===== src/rtl/fp_spec_pkg.sv =====
package fp_spec_pkg;

   localparam int OP_W = 3;

   typedef enum logic [OP_W-1:0] {
      OP_ADD  = 3'd0,
      OP_SUB  = 3'd1,
      OP_MUL  = 3'd2,
      OP_DIV  = 3'd3,
      OP_SQRT = 3'd4
   } op_code_t;

   // Class flags of one operand; exactly one of the class bits is set.
   typedef struct packed {
      logic sign;
      logic is_zero;
      logic is_sub;
      logic is_norm;
      logic is_inf;
      logic is_qnan;
      logic is_snan;
   } opnd_class_t;

   typedef enum logic [1:0] {
      RK_NONE = 2'd0,
      RK_QNAN = 2'd1,
      RK_INF  = 2'd2,
      RK_ZERO = 2'd3
   } res_kind_t;

   typedef struct packed {
      res_kind_t kind;
      logic      sign;
      logic      nv;
      logic      dz;
   } verdict_t;

endpackage


===== src/rtl/fp_operand_classifier.sv =====
module fp_operand_classifier
   import fp_spec_pkg::*;
#(
   parameter int EXP_W  = 8,
   parameter int FRAC_W = 23
) (
   input  logic [EXP_W+FRAC_W:0] word_i,
   output opnd_class_t           cls_o
);
   localparam int W = 1 + EXP_W + FRAC_W;

   logic [EXP_W-1:0]  exp_f;
   logic [FRAC_W-1:0] frac_f;
   logic exp_ones, exp_zero, frac_nz, quiet_bit;

   assign exp_f     = word_i[W-2 -: EXP_W];
   assign frac_f    = word_i[FRAC_W-1:0];
   assign exp_ones  = &exp_f;
   assign exp_zero  = ~|exp_f;
   assign frac_nz   = |frac_f;
   assign quiet_bit = frac_f[FRAC_W-1];

   always_comb begin
      cls_o.sign    = word_i[W-1];
      cls_o.is_zero = exp_zero & ~frac_nz;
      cls_o.is_sub  = exp_zero &  frac_nz;
      cls_o.is_norm = ~exp_zero & ~exp_ones;
      cls_o.is_inf  = exp_ones & ~frac_nz;
      cls_o.is_qnan = exp_ones &  quiet_bit;
      cls_o.is_snan = exp_ones &  frac_nz & ~quiet_bit;
   end
endmodule


===== src/rtl/fp_exception_logic.sv =====
module fp_exception_logic
   import fp_spec_pkg::*;
(
   input  opnd_class_t      a_cls_i,
   input  opnd_class_t      b_cls_i,
   input  logic [OP_W-1:0]  op_i,
   output verdict_t         verdict_o
);
   logic a_nan, b_nan, a_fin, use_b;
   logic any_nan, any_snan, eff_b_sign, xsign;

   assign a_nan      = a_cls_i.is_qnan | a_cls_i.is_snan;
   assign b_nan      = b_cls_i.is_qnan | b_cls_i.is_snan;
   assign a_fin      = a_cls_i.is_sub  | a_cls_i.is_norm;
   assign use_b      = (op_i != OP_SQRT);
   assign any_nan    = a_nan | (use_b & b_nan);
   assign any_snan   = a_cls_i.is_snan | (use_b & b_cls_i.is_snan);
   assign eff_b_sign = b_cls_i.sign ^ (op_i == OP_SUB);
   assign xsign      = a_cls_i.sign ^ b_cls_i.sign;

   always_comb begin
      verdict_o = '{kind: RK_NONE, sign: 1'b0, nv: 1'b0, dz: 1'b0};
      if (any_nan) begin
         verdict_o.kind = RK_QNAN;
         verdict_o.nv   = any_snan;
      end else begin
         case (op_i)
            OP_MUL: begin
               if ((a_cls_i.is_zero & b_cls_i.is_inf) | (a_cls_i.is_inf & b_cls_i.is_zero)) begin
                  verdict_o.kind = RK_QNAN;
                  verdict_o.nv   = 1'b1;
               end else if (a_cls_i.is_inf | b_cls_i.is_inf) begin
                  verdict_o.kind = RK_INF;
                  verdict_o.sign = xsign;
               end
            end
            OP_DIV: begin
               if ((a_cls_i.is_zero & b_cls_i.is_zero) | (a_cls_i.is_inf & b_cls_i.is_inf)) begin
                  verdict_o.kind = RK_QNAN;
                  verdict_o.nv   = 1'b1;
               end else if (a_cls_i.is_inf) begin
                  verdict_o.kind = RK_INF;
                  verdict_o.sign = xsign;
               end else if (a_fin & b_cls_i.is_zero) begin
                  verdict_o.kind = RK_INF;
                  verdict_o.sign = xsign;
                  verdict_o.dz   = 1'b1;
               end else if (b_cls_i.is_inf) begin
                  verdict_o.kind = RK_ZERO;
                  verdict_o.sign = xsign;
               end
            end
            OP_SQRT: begin
               if (a_cls_i.sign & (a_fin | a_cls_i.is_inf)) begin
                  verdict_o.kind = RK_QNAN;
                  verdict_o.nv   = 1'b1;
               end else if (a_cls_i.is_inf) begin
                  verdict_o.kind = RK_INF;
                  verdict_o.sign = 1'b0;
               end
            end
            default: begin
               if (a_cls_i.is_inf & b_cls_i.is_inf) begin
                  if (a_cls_i.sign != eff_b_sign) begin
                     verdict_o.kind = RK_QNAN;
                     verdict_o.nv   = 1'b1;
                  end else begin
                     verdict_o.kind = RK_INF;
                     verdict_o.sign = a_cls_i.sign;
                  end
               end else if (a_cls_i.is_inf) begin
                  verdict_o.kind = RK_INF;
                  verdict_o.sign = a_cls_i.sign;
               end else if (b_cls_i.is_inf) begin
                  verdict_o.kind = RK_INF;
                  verdict_o.sign = eff_b_sign;
               end
            end
         endcase
      end
   end
endmodule


===== src/rtl/fp_result_former.sv =====
module fp_result_former
   import fp_spec_pkg::*;
#(
   parameter int EXP_W  = 8,
   parameter int FRAC_W = 23
) (
   input  verdict_t              verdict_i,
   output logic                  special_o,
   output logic [EXP_W+FRAC_W:0] word_o
);
   localparam logic [EXP_W-1:0]  EXP_ONES  = {EXP_W{1'b1}};
   localparam logic [FRAC_W-1:0] FRAC_ZERO = '0;
   localparam logic [FRAC_W-1:0] FRAC_QNAN = FRAC_ZERO | (FRAC_W'(1) << (FRAC_W-1));

   assign special_o = (verdict_i.kind != RK_NONE);

   always_comb begin
      case (verdict_i.kind)
         RK_QNAN: word_o = {1'b0, EXP_ONES, FRAC_QNAN};
         RK_INF:  word_o = {verdict_i.sign, EXP_ONES, FRAC_ZERO};
         RK_ZERO: word_o = {verdict_i.sign, {EXP_W{1'b0}}, FRAC_ZERO};
         default: word_o = '0;
      endcase
   end
endmodule


===== src/rtl/fp_special_resolver.sv =====
module fp_special_resolver
   import fp_spec_pkg::*;
#(
   parameter int EXP_W  = 8,
   parameter int FRAC_W = 23
) (
   input  logic [EXP_W+FRAC_W:0] a_i,
   input  logic [EXP_W+FRAC_W:0] b_i,
   input  logic [OP_W-1:0]       op_i,
   output logic                  special_o,
   output logic [EXP_W+FRAC_W:0] result_o,
   output logic                  nv_o,
   output logic                  dz_o
);
   localparam int W        = 1 + EXP_W + FRAC_W;
   localparam int NUM_OPND = 2;

   generate
      if (EXP_W < 2) begin : g_bad_exp
         $error("fp_special_resolver: EXP_W must be at least 2");
      end
      if (FRAC_W < 2) begin : g_bad_frac
         $error("fp_special_resolver: FRAC_W must be at least 2");
      end
   endgenerate

   logic [W-1:0] opnd_w [NUM_OPND];
   opnd_class_t  opnd_c [NUM_OPND];
   verdict_t     verdict;

   assign opnd_w[0] = a_i;
   assign opnd_w[1] = b_i;

   generate
      for (genvar g = 0; g < NUM_OPND; g++) begin : g_cls
         fp_operand_classifier #(
            .EXP_W (EXP_W),
            .FRAC_W(FRAC_W)
         ) u_cls (
            .word_i(opnd_w[g]),
            .cls_o (opnd_c[g])
         );
      end
   endgenerate

   fp_exception_logic u_exc (
      .a_cls_i  (opnd_c[0]),
      .b_cls_i  (opnd_c[1]),
      .op_i     (op_i),
      .verdict_o(verdict)
   );

   fp_result_former #(
      .EXP_W (EXP_W),
      .FRAC_W(FRAC_W)
   ) u_form (
      .verdict_i(verdict),
      .special_o(special_o),
      .word_o   (result_o)
   );

   assign nv_o = verdict.nv;
   assign dz_o = verdict.dz;
endmodule


===== config.mk =====
export PLATFORM = sky130hd
export DESIGN_NAME = fp_special_resolver
export DESIGN_NICKNAME = d
export VERILOG_FILES = /design/src/rtl/fp_spec_pkg.sv /design/src/rtl/fp_operand_classifier.sv /design/src/rtl/fp_exception_logic.sv /design/src/rtl/fp_result_former.sv /design/src/rtl/fp_special_resolver.sv
export SDC_FILE = /design/constraint.sdc
export NUM_CORES = 1
export LEC_CHECK = 0
export ABC_AREA = 0
export BUFFER_PORTS_ARGS = -buffer_cell sky130_fd_sc_hd__buf_2
export CAP_MARGIN = 0
export CORE_MARGIN = 2
export CORE_UTILIZATION = 36
export DETAILED_ROUTE_END_ITERATION = 12
export GPL_TIMING_DRIVEN = 0
export PLACE_DENSITY = 0.92
export SLEW_MARGIN = 30
export SYNTH_ARGS = -nofsm -noshare
export SYNTH_HDL_FRONTEND = slang
export SYNTH_SLANG_ARGS = --single-unit

===== constraint.sdc =====
create_clock -name vclk -period 5.2
set_input_delay 1.04 -clock vclk [all_inputs]
set_output_delay 1.04 -clock vclk [all_outputs]
set_load 0.005 [all_outputs]

Word level (Yosys, flattened, before mapping)
Cells that the tools add are included.
{"block": "op_classes", "reduce_logical": 9, "muxes": 31, "eq_ne": 9, "bitwise": 36}
{"operator": "32-bit case mux with 3 select lines", "count": 1}
{"operator": "23-bit OR reduction", "count": 2}
{"operator": "3-bit two-way mux", "count": 8}
{"operator": "1-bit AND", "count": 20}
{"operator": "1-bit two-way mux", "count": 16}
{"operator": "8-bit AND reduction", "count": 2}
{"operator": "8-bit OR reduction", "count": 2}
{"operator": "4-bit case mux with 3 select lines", "count": 1}
{"operator": "2-bit two-way mux", "count": 5}
{"operator": "1-bit OR", "count": 9}
{"operator": "3-bit by 2-bit == test with 1-bit output, second input constant", "count": 2}
{"operator": "1-bit inverter", "count": 5}
{"operator": "2-bit == test, second input constant", "count": 2}
{"operator": "3-bit by 1-bit == test with 1-bit output, second input constant", "count": 1}
{"operator": "3-bit == test, second input constant", "count": 1}
{"operator": "3-bit inequality test, second input constant", "count": 1}
{"operator": "2-bit by 1-bit == test with 1-bit output, second input constant", "count": 1}
{"operator": "1-bit zero test", "count": 2}
{"operator": "2-bit nonzero test", "count": 1}
{"operator": "1-bit XOR", "count": 2}
{"operator": "1-bit inequality test", "count": 1}
{"block": "totals", "output_inout_bits": 35, "in_bits": 67, "ff_bits": 0, "elab_cells": 85}

Longest topological paths before layout
{"block": "logic_depth", "depth_word": 12, "depth_mapped": 11, "depth_no_buf": 11}

By module
Synthesis repeated with hierarchy kept, for this count alone.
{"block": "hier_totals", "cells_unflattened": 127, "area_unflattened_um2": 902.1}
{"mod": "fp_result_former", "cells_per_inst": 40, "instances": 1, "seq_area_each_um2": 0.0, "area_each_um2": 311.5}
{"mod": "fp_exception_logic", "cells_per_inst": 45, "instances": 1, "seq_area_each_um2": 0.0, "area_each_um2": 297.8}
{"mod": "fp_operand_classifier", "cells_per_inst": 21, "instances": 2, "seq_area_each_um2": 0.0, "area_each_um2": 146.4}

Least setup slack after synthesis
No wires, ideal clock.
{"block": "synth_path", "path_kind": "input port to output port", "from": "input port a_i[16]", "to": "output port result_o[31]", "cell_stages": 9, "n_path_buf": 0, "setup_slack_ns": 0.776, "arrival_time_ns": 3.384, "required_ns": 4.160, "cell_sequence": "nor4_2 > nand4_2 > nor4_4 > and3_1 > o211ai_1 > a221o_1 > ha_1 > or4_1 > a21oi_1"}
{"block": "synth_between", "elab_chain_cells": 11, "elab_cells_between_ends": 39, "classes_between": "3 x eq/ne; 16 x mux; 19 x bitwise; 1 x reduce/logical"}
{"element": "start, declared", "line_no": "fp_special_resolver.sv:7", "rtl": "input logic [EXP_W+FRAC_W:0] a_i,"}
{"element": "23-bit OR reduction *", "line_no": "fp_operand_classifier.sv:20", "rtl": "assign frac_nz = |frac_f;"}
{"element": "1-bit AND", "line_no": "fp_operand_classifier.sv:26", "rtl": "cls_o.is_sub = exp_zero & frac_nz;"}
{"element": "1-bit OR", "line_no": "fp_exception_logic.sv:14", "rtl": "assign a_fin = a_cls_i.is_sub | a_cls_i.is_norm;"}
{"element": "1-bit AND", "line_no": "fp_exception_logic.sv:44", "rtl": "end else if (a_fin & b_cls_i.is_zero) begin"}
{"element": "3-bit two-way mux", "line_no": "fp_exception_logic.sv:44"}
{"element": "3-bit two-way mux", "line_no": "fp_exception_logic.sv:41", "rtl": "end else if (a_cls_i.is_inf) begin"}
{"element": "2-bit two-way mux", "line_no": "fp_exception_logic.sv:38", "rtl": "if ((a_cls_i.is_zero & b_cls_i.is_zero) | (a_cls_i.is_inf & b_cls_i.is_inf)) begin"}
{"element": "4-bit case mux with 3 select lines", "line_no": "fp_exception_logic.sv:27", "rtl": "case (op_i)"}
{"element": "2-bit two-way mux", "line_no": "fp_exception_logic.sv:23", "rtl": "if (any_nan) begin"}
{"element": "2-bit == test / 2-bit by 1-bit == test with 1-bit output (equally long branches)", "line_no": "fp_result_former.sv:18", "rtl": "case (verdict_i.kind)"}
{"element": "32-bit case mux with 3 select lines *", "line_no": "fp_result_former.sv:18"}
{"element": "end, declared", "line_no": "fp_special_resolver.sv:11", "rtl": "output logic [EXP_W+FRAC_W:0] result_o,"}
Mark *: on every way between the ends. The rest lies on a longest branch, timed or not.

Worst setup path in the final report
{"block": "layout_path", "from": "input port b_i[2]", "to": "output port result_o[31]"}
{"block": "layout_between", "elab_chain_cells": 11, "elab_cells_between_ends": 35, "classes_between": "3 x eq/ne; 15 x mux; 16 x bitwise; 1 x reduce/logical"}
{"element": "start, declared", "line_no": "fp_special_resolver.sv:8", "rtl": "input logic [EXP_W+FRAC_W:0] b_i,"}
{"element": "23-bit OR reduction *", "line_no": "fp_operand_classifier.sv:20"}
{"element": "1-bit inverter", "line_no": "fp_operand_classifier.sv:25, fp_operand_classifier.sv:28"}
{"element": "1-bit AND, on equally long branches", "line_no": "fp_operand_classifier.sv:28, fp_operand_classifier.sv:25"}
{"element": "3-bit two-way mux / 1-bit AND (equally long branches)", "line_no": "fp_exception_logic.sv:48, fp_exception_logic.sv:44"}
{"element": "3-bit two-way mux", "line_no": "fp_exception_logic.sv:44"}
{"element": "3-bit two-way mux", "line_no": "fp_exception_logic.sv:41"}
{"element": "2-bit two-way mux", "line_no": "fp_exception_logic.sv:38"}
{"element": "4-bit case mux with 3 select lines", "line_no": "fp_exception_logic.sv:27"}
{"element": "2-bit two-way mux", "line_no": "fp_exception_logic.sv:23"}
{"element": "2-bit == test / 2-bit by 1-bit == test with 1-bit output (equally long branches)", "line_no": "fp_result_former.sv:18"}
{"element": "32-bit case mux with 3 select lines *", "line_no": "fp_result_former.sv:18"}
Marked as above.

==> metrics.csv <==
metric;value;unit
vdd_drop_max;0.0359;mV
clock.fmax;207;MHz
design.portCount;102;
synth_top_cells_by_area;sky130_fd_sc_hd__buf_4 (24%), sky130_fd_sc_hd__nor4_2 (9.5%), sky130_fd_sc_hd__nor4_1 (7.4%), sky130_fd_sc_hd__ha_1 (6.8%), sky130_fd_sc_hd__nand4_1 (4.1%);
seq_cells;0;
critical-path-top-delay-family;simple AND/OR/NAND/NOR gates;
dieHeight;54.7;um
register_area;0;um2
maxCapViolations;0;
final.clkbuf_count;0;
share_of_post_route_cells_with_drive_strength_above_1;0.548;
wire_length_reported_by_the_detailed_router;2490;um
postCtsHoldBufs;0;
largest_net_degree_at_the_start_of_global_routing;10;
detail_route.first_pass.iterations;4;
global_route.usage.total;0.158;
setup.worst_path.end;result_o[31];
vias;1219;
groute.layer.met3.usage;0;
cp-end-kind;primary output;
dieArea;0.00299;mm2
synth.yosys.warnings;0;
fin_crit_sh;0.927;
netlist_area;926;um2
timing.critical_path.buf_inv;2;
portBuffers;80;
layout_commonest_cell;sky130_fd_sc_hd__buf_2;
grt_antenna_before_repair;0;
synth_fa_ha_area_frac;0.0676;
path_class;input pin to primary output;
critical_path.startpoint_type;input pin;
arrival;3780;ps
gates_resized_cts_repair;0;
grt_remaining_overflow;0;
static_power_due_to_leakage;0.775;nW
path_type_of_the_worst_min_delay_path;input pin to primary output;
slew_viol_final;0;
timing.critical_path.cells;buf_2 > nor4_1 > nand4_1 > or2_1 > o311ai_2 > nand3_1 > a221o_1 > ha_1 > or4_1 > a21oi_1 > buf_2;
insertedDiodeCount;0;
yosys.cell_types.count;39;
grt_first_pass_wirelength;3730;um
synth_mux_area_frac;0.0108;
drt-vias-per-instance;4.72;
post-route-util;0.588;
drt_drc_violations_left;0;
worst_setup_path_startpoint;b_i[2];
post_synth.cell_area_avg;7.29;um2
design.core.area;0.00245;mm2
timing.critical_path.depth;11;
number_of_global_route_vias_before_repair;960;
die_w;54.7;um
crit_path_frequent_cell;sky130_fd_sc_hd__buf_2;
detailedPlacementHpwl;2330;um
worst_path_largest_cell_delay;510;ps
final_cell_mix;sky130_fd_sc_hd__buf_2 (80), sky130_fd_sc_hd__buf_4 (29), sky130_fd_sc_hd__conb_1 (22);
main_combinational_cell_family_by_area_after_synthesis;simple AND/OR/NAND/NOR gates;
place_ws;372;ps
grt_setup_unrepaired;no;
cts.repair_timing.setup_buffer_count;0;
setup-tns-final;0;ps
post_drt_wl_per_cell;9.64;um
syn_inst_count;127;
outcome;finished, final reports clean;
antenna_left;0;
fill_cells;248;
synth_compound_area_frac;0.136;
worstPathMaxFanout;4;
finalNetCount;302;
rows;18;
grt.met2_usage;0.304;
finalSetupViolations;0;
power.density_cell_area;45.8;mW/mm2
area_share_of_xor_xnor_cells_in_the_synthesized_design;0.0189;
worst_case_setup_margin_in_the_final_layout;378;ps
gpl.final_weighted_congestion;0.897;
global_route.usage.met1;0.206;
seq_area_frac_synth;0;
timing.critical_path.slowest_stage_cell;sky130_fd_sc_hd__or4_1;
layout_overhead_on_the_synthesized_area;55.8;%
drtIter0Drc;14;
fin_crit;4820;ps
netlist.area_leader.share;0.235;
synth_simple_gate_area_share;0.515;
timing.final.hold_violations;0;
floorplan.initialDensity;0.377;
global_route.peak_usage_layer;met2;
timing.critical_path.required;4160;ps
synth_top_area_cell;sky130_fd_sc_hd__buf_4;
synth_stat cells (all sizes together) (3+ instances only):
master,instances
nor2,7
ha,5
inv,3
o21ai,8
nand4,8
nor4,19
nand2,6
nor3,5
a21oi,5
buf,29
nand3,3
or2,4
or4,3
layer usage:
| metal | vias up | wire length (um) | part of all wire |
|---|---|---|---|
| met2 | 50 | 1350 | 0.54 |
| met3 | 0 | 183 | 0.074 |
| met5 | - | 0 | 0 |
| met4 | 0 | 0 | 0 |
| met1 | 526 | 958 | 0.39 |
| li1 | 643 | - | - |
report_power, final:
part / switching [mW] / internal [mW] / leakage [nW] / total (mW)
combinational: 0.0275 / 0.0385 / 0.775 / 0.0661
sequential: 0 / 0 / 0 / 0
clock: 0 / 0 / 0 / 0
total: 0.0275 / 0.0385 / 0.775 / 0.0661
worst min-delay path: cells and delay by family:
family,cells,cell delay (ps)
buf+inv,2,240
simple gates,2,160
worst min-delay path by stage:
stage | startpoint | end | depth (start not counted)
floorplan | op_i[0] | dz_o | 2
global placement | op_i[0] | dz_o | 4
detailed placement | op_i[0] | dz_o | 4
CTS | op_i[0] | dz_o | 4
global route | op_i[0] | dz_o | 4
finish | op_i[0] | dz_o | 4
through the flow:
step / hold WS [ps] / cell area [um2] / instances / power [mW]
6_report: 2490 / 1440 / 258 / 0.0661
5_1_grt: 2520 / 1440 / 258 / 0.0748
4_1_cts: 2490 / 1440 / 258 / 0.0657
3_5_place_dp: 2480 / 1440 / 258 / 0.0655
3_3_place_gp: 2490 / 1440 / 258 / 0.0646
2_1_floorplan: 2200 / 1000 / 148 / 0.0316
area by class of cell:
| class | count | area [um2] | area share |
|---|---|---|---|
| inverters | 3 | 11.3 | 0.00781 |
| well taps | 30 | 37.5 | 0.0260 |
| plain buffers | 29 | 218 | 0.151 |
| repair buffers | 80 | 400 | 0.278 |
| multi-input cells | 116 | 776 | 0.538 |
logic make-up after synthesis:
logic type / count (synthesis)
AND/OR/NAND/NOR: 67
buffers and inverters: 32
XOR/XNOR: 2
other: 1
AO/OA/AOI/OAI: 19
multiplexers: 1
adder cells (fa/ha/maj): 5
No activity file was read; power rests on OpenSTA's default activity.
